[config.mk]
export PLATFORM = sky130hd
export DESIGN_NAME = flag_alu16
export DESIGN_NICKNAME = d
export VERILOG_FILES = /design/src/rtl/flag_alu_pkg.sv /design/src/rtl/flag_alu_arith.sv /design/src/rtl/flag_alu_logic.sv /design/src/rtl/flag_alu_shift.sv /design/src/rtl/flag_alu_status.sv /design/src/rtl/flag_alu16.sv
export SDC_FILE = /design/constraint.sdc
export NUM_CORES = 1
export LEC_CHECK = 0
export BUFFER_PORTS_ARGS = -buffer_cell sky130_fd_sc_hd__buf_2
export CORE_MARGIN = 3
export CORE_UTILIZATION = 25
export DETAILED_ROUTE_END_ITERATION = 12
export SKIP_LAST_GASP = 1
export SLEW_MARGIN = 20
export SYNTH_ARGS = -nofsm -noshare
export SYNTH_HDL_FRONTEND = slang
export SYNTH_SLANG_ARGS = --single-unit
export TNS_END_PERCENT = 20
[constraint.sdc]
create_clock -name vclk -period 24
set_clock_uncertainty 0.15 [all_clocks]
set_input_delay 4.8 -clock vclk [all_inputs]
set_output_delay 4.8 -clock vclk [all_outputs]
set_load 0.02 [all_outputs]
[src/rtl/flag_alu_pkg.sv]
package flag_alu_pkg;
  localparam int DATA_W   = 16;
  localparam int SEL_W    = 5;
  localparam int HALF_W   = DATA_W / 2;
  localparam int FLAG_N   = 4;
  localparam int MID_LO   = 8;
  localparam int MID_HI   = 13;
  localparam int MID_W    = MID_HI - MID_LO + 1;

  typedef logic [DATA_W-1:0] word_t;

  typedef enum logic [1:0] {
    GRP_ARITH = 2'd0,
    GRP_LOGIC = 2'd1,
    GRP_SHR   = 2'd2,
    GRP_SHL   = 2'd3
  } grp_e;

  typedef struct packed {
    word_t sum;
    logic  carry;
    logic  ovf;
  } add_out_t;

  // Adder for y +/- x (+/- c); sub variants report borrow in carry.
  function automatic add_out_t add_core(input word_t x, input word_t y,
                                        input logic cin, input logic use_c,
                                        input logic inv);
    add_out_t   o;
    word_t      b;
    logic       ci;
    logic [DATA_W:0] wide;
    b    = inv ? ~x : x;
    ci   = use_c ? cin : 1'b0;
    ci   = inv ? ~ci : ci;
    wide = {1'b0, y} + {1'b0, b} + {{DATA_W{1'b0}}, ci};
    o.sum   = wide[DATA_W-1:0];
    o.carry = inv ? ~wide[DATA_W] : wide[DATA_W];
    o.ovf   = (y[DATA_W-1] == b[DATA_W-1]) && (wide[DATA_W-1] != y[DATA_W-1]);
    return o;
  endfunction
endpackage

[src/rtl/flag_alu_arith.sv]
module flag_alu_arith
  import flag_alu_pkg::*;
(
  input  word_t      op_x,
  input  word_t      op_y,
  input  logic       carry_in,
  input  logic [1:0] op,
  output word_t      sum,
  output logic       carry,
  output logic       ovf
);
  add_out_t res;

  always_comb begin
    res   = add_core(op_x, op_y, carry_in, op[1], op[0]);
    sum   = res.sum;
    carry = res.carry;
    ovf   = res.ovf;
  end
endmodule

[src/rtl/flag_alu_logic.sv]
module flag_alu_logic
  import flag_alu_pkg::*;
(
  input  word_t      op_x,
  input  word_t      op_y,
  input  logic [1:0] op,
  output word_t      res
);
  always_comb begin
    unique case (op)
      2'd0:    res = ~(op_x | op_y);
      2'd1:    res = op_x & op_y;
      2'd2:    res = op_x ^ op_y;
      default: res = op_x | op_y;
    endcase
  end
endmodule

[src/rtl/flag_alu_shift.sv]
module flag_alu_shift
  import flag_alu_pkg::*;
#(
  parameter bit TO_LEFT = 1'b0
) (
  input  word_t      op_x,
  input  logic       carry_in,
  input  logic [1:0] op,
  output word_t      res,
  output logic       carry
);
  logic fill;

  generate
    if (TO_LEFT) begin : g_left
      always_comb begin
        unique case (op)
          2'd0:    fill = op_x[DATA_W-1];
          2'd1:    fill = carry_in;
          default: fill = 1'b0;
        endcase
        res   = {op_x[DATA_W-2:0], fill};
        carry = op_x[DATA_W-1];
      end
    end else begin : g_right
      always_comb begin
        unique case (op)
          2'd0:    fill = op_x[0];
          2'd1:    fill = carry_in;
          2'd2:    fill = op_x[DATA_W-1];
          default: fill = 1'b0;
        endcase
        res   = {fill, op_x[DATA_W-1:1]};
        carry = op_x[0];
      end
    end
  endgenerate
endmodule

[src/rtl/flag_alu_status.sv]
module flag_alu_status
  import flag_alu_pkg::*;
(
  input  logic              pass_mode,
  input  logic [MID_W-1:0]  mid_bits,
  input  logic [FLAG_N-1:0] low_bits,
  input  logic              carry_f,
  input  logic              zero_f,
  input  logic              neg_f,
  input  logic              ovf_f,
  output word_t             status
);
  always_comb begin
    status                = '0;
    status[MID_HI:MID_LO] = mid_bits;
    if (pass_mode) status[FLAG_N-1:0] = low_bits;
    else           status[FLAG_N-1:0] = {ovf_f, neg_f, zero_f, carry_f};
  end
endmodule

[src/rtl/flag_alu16.sv]
module flag_alu16
  import flag_alu_pkg::*;
(
  input  logic [DATA_W-1:0] op_x,
  input  logic [DATA_W-1:0] op_y,
  input  logic              carry_in,
  input  logic [SEL_W-1:0]  sel,
  output logic [DATA_W-1:0] result,
  output logic [DATA_W-1:0] status_out
);
  grp_e  grp;
  word_t arith_res, logic_res, shr_res, shl_res, swap_res;
  logic  arith_c, shr_c, shl_c;
  logic  carry_flag, ovf_flag, zero_flag, neg_flag;

  assign grp = grp_e'(sel[1:0]);

  flag_alu_arith u_arith (
    .op_x(op_x), .op_y(op_y), .carry_in(carry_in), .op(sel[3:2]),
    .sum(arith_res), .carry(arith_c), .ovf(ovf_flag)
  );

  flag_alu_logic u_logic (
    .op_x(op_x), .op_y(op_y), .op(sel[3:2]), .res(logic_res)
  );

  flag_alu_shift #(.TO_LEFT(1'b0)) u_shr (
    .op_x(op_x), .carry_in(carry_in), .op(sel[3:2]),
    .res(shr_res), .carry(shr_c)
  );

  flag_alu_shift #(.TO_LEFT(1'b1)) u_shl (
    .op_x(op_x), .carry_in(carry_in), .op(sel[3:2]),
    .res(shl_res), .carry(shl_c)
  );

  assign swap_res = {op_y[HALF_W-1:0], op_x[DATA_W-1:HALF_W]};

  always_comb begin
    unique case (grp)
      GRP_ARITH: begin result = arith_res; carry_flag = arith_c; end
      GRP_LOGIC: begin result = logic_res; carry_flag = 1'b0;    end
      GRP_SHR:   begin result = shr_res;   carry_flag = shr_c;   end
      default: begin
        result     = (sel[3:2] == 2'd3) ? swap_res : shl_res;
        carry_flag = shl_c;
      end
    endcase
  end

  assign zero_flag = ~|result;
  assign neg_flag  = result[DATA_W-1];

  flag_alu_status u_status (
    .pass_mode(sel[4]),
    .mid_bits(result[MID_HI:MID_LO]),
    .low_bits(result[FLAG_N-1:0]),
    .carry_f(carry_flag), .zero_f(zero_flag),
    .neg_f(neg_flag), .ovf_f(ovf_flag),
    .status(status_out)
  );
endmodule

==> qor.yml <==
job:
  max-cap-violations: 0
timing:
  tightest_slew_ns: 0.896
  timing.final.hold_violations: 0
  finalSetupViolations: 0
  final_max_slew_viol_count: 0
  finalCritPeriodShare_pct: 57.8
  fin_crit_ns: 13.87
  relSlewSlack_pct: 40.3
  setup_slack_ns: 10.13
  rsz0062_at_grt: "no"
  hold_ws_ns: 9.87
  fin_tns_setup_ns: 0
  fmax_ghz: 0.0721
cells_and_area:
  syn2layout_area_growth_pct: 11.2
  layout.nets: 521
  clock_buffers: 0
  insertedDiodeCount: 0
  ff_latch_area_sq_um: 0
  drive_gt1_share_pct: 17.1
  final_util_pct: 29.1
  flops_and_latches: 0
  fillers: 1141
status:
  status: "finished clean"
synth:
  yosysUniqueCellTypes: 54
  netlist_instances: 396
  ys_seq_area_share_pct: 0
  yosysTopAreaCell: "ha_1"
  ys_warn_count: 0
  synth_top_area_share_pct: 21.4
  synthTopCellsByArea: "ha_1 21%, a21oi_1 6.6%, nand2_1 6.2%, xor2_1 5.7%, inv_1 5.6%"
  avgSynthCellArea_sq_um: 6.93
  syn_area_sq_um: 2750
pwr:
  p_leak_nw: 1.46
  p_per_area_nw_per_um2: 29.2
  total_power_uw: 89.3
  vdd_drop_max_v: 0.0000122
floorplanning:
  ios: 70
  rows: 37
  initial_utilization_pct: 26.1
  core_area_sq_um: 10500
  die_y_um: 111
  fp.dieW_um: 111
  fp.dieArea_sq_um: 12300
placement:
  pre_cts_ws_ns: 10.12
  hpwl_mm: 7.00
  gp_congestion: 0.882
  io_buffers: 64
global_routing:
  overflow: 0
  grt_usage_pct: 13.1
  grt_antenna_before_repair: 0
  grt_pass1_vias: 2673
  grt_max_degree: 88
  grt_pass1_wl_mm: 13.8
setup_path:
  worst_setup_path_end_kind: "output pin"
  arrival_ns: 8.92
  required_ns: 19.05
  setup.worst_path.class: "in -> out"
  crit_fanout: 87
  cp-start-kind: "primary input"
drt:
  drtPass1Iterations: 4
  postRouteAntennaNets: 0
  drcViolationCount: 0
  wl_per_cell_um: 15.0
  vias_per_cell: 5.08
  drtIter0Drc: 193
  num_vias: 2884
  wl_mm: 8.50
clock_network:
  cts-resized-gates: 0
  holdBufCountCts: 0
  post_cts_buffers: 0
worst_hold_path:
  hold_class: "in -> out"
stage by stage:
stage | area [sq um] | cells
2_1_floorplan | 2760 | 401
3_3_place_gp | 3050 | 568
3_5_place_dp | 3050 | 568
4_1_cts | 3050 | 568
5_1_grt | 3050 | 568
6_report | 3050 | 568
cells in the final DEF, fill, tap and decap left out, types with 3 or more instances in the layout:
cell type   n
nand3_1     8
a221oi_1    4
o21ai_0    23
o21ai_1     8
nor2b_1    14
a31oi_1     3
xnor2_1     9
conb_1      6
mux2i_1     5
buf_2      64
nand2_1    45
mux4_2      6
ha_1       47
o21a_1      4
inv_1      41
o211ai_1    9
xor2_1     18
nor2_1     23
a21oi_1    36
nand2b_1    4
a211oi_1   20
metal layers:
layer / global-route usage (%) / part of all wire, % / up-vias
li1: - / - / 1457
met3: 2.02 / 6.0 / 10
met5: 0 / 0 / -
met1: 17.4 / 45 / 1344
met4: 1.40 / 1.4 / 0
met2: 23.2 / 48 / 73
critical path, cell delays in order:
cell	delay, ns
buf_2	0.07
buf_4	0.69
xor2_1	0.25
fa_1	0.24
inv_1	0.06
fa_1	0.39
xnor2_1	0.13
mux4_2	0.48
or4_1	0.52
or4_1	0.44
nor4b_2	0.30
nand4bb_1	0.15
o31ai_2	0.19
buf_2	0.20
Yosys cell counts, types with 2 or more instances:
| master | count |
|---|---|
| a211oi_1 | 20 |
| a21oi_1 | 36 |
| a221oi_1 | 4 |
| a31oi_1 | 3 |
| and2_1 | 2 |
| buf_1 | 6 |
| buf_2 | 7 |
| buf_4 | 14 |
| buf_6 | 2 |
| clkbuf_1 | 4 |
| fa_1 | 2 |
| ha_1 | 47 |
| inv_1 | 41 |
| mux2i_1 | 5 |
| mux4_2 | 6 |
| nand2_1 | 45 |
| nand2b_1 | 4 |
| nand3_1 | 8 |
| nor2_1 | 23 |
| nor2b_1 | 14 |
| nor3_1 | 2 |
| o211ai_1 | 9 |
| o21a_1 | 4 |
| o21ai_0 | 23 |
| o21ai_1 | 8 |
| o22ai_1 | 2 |
| o31a_1 | 2 |
| or4_1 | 2 |
| xnor2_1 | 9 |
| xor2_1 | 18 |
final timing paths:
check | slack, ns | end | start | cells after the start
worst max-delay path | 10.13 | status_out[1] | sel[2] | 14
worst min-delay path | 9.87 | status_out[3] | sel[4] | 3
cells by family after synthesis:
| group | Yosys count | synth area share (%) |
|---|---|---|
| AND/OR/NAND/NOR | 107 | 18.6 |
| adder cells (fa/ha/maj) | 49 | 22.9 |
| other | 1 | 0.137 |
| AO/OA/AOI/OAI | 122 | 27.9 |
| buffers and inverters | 76 | 13.4 |
| multiplexers | 14 | 8.52 |
| XOR/XNOR | 27 | 8.61 |
report_power, final:
part	total (mW)	internal (mW)	switching, mW
Sequential	0	0	0
Clock	0	0	0
Combinational	0.0893	0.0346	0.0547
Total	0.0893	0.0346	0.0547
cell type report:
| type | instances | area [sq um] | share of cell area [%] |
|---|---|---|---|
| Tap cell | 136 | 170 | 5.57 |
| Inverter | 42 | 158 | 5.16 |
| Multi-Input combinational cell | 325 | 2400 | 78.5 |
| Timing Repair Buffer | 65 | 328 | 10.7 |
No activity file was read; power rests on OpenSTA's default activity.
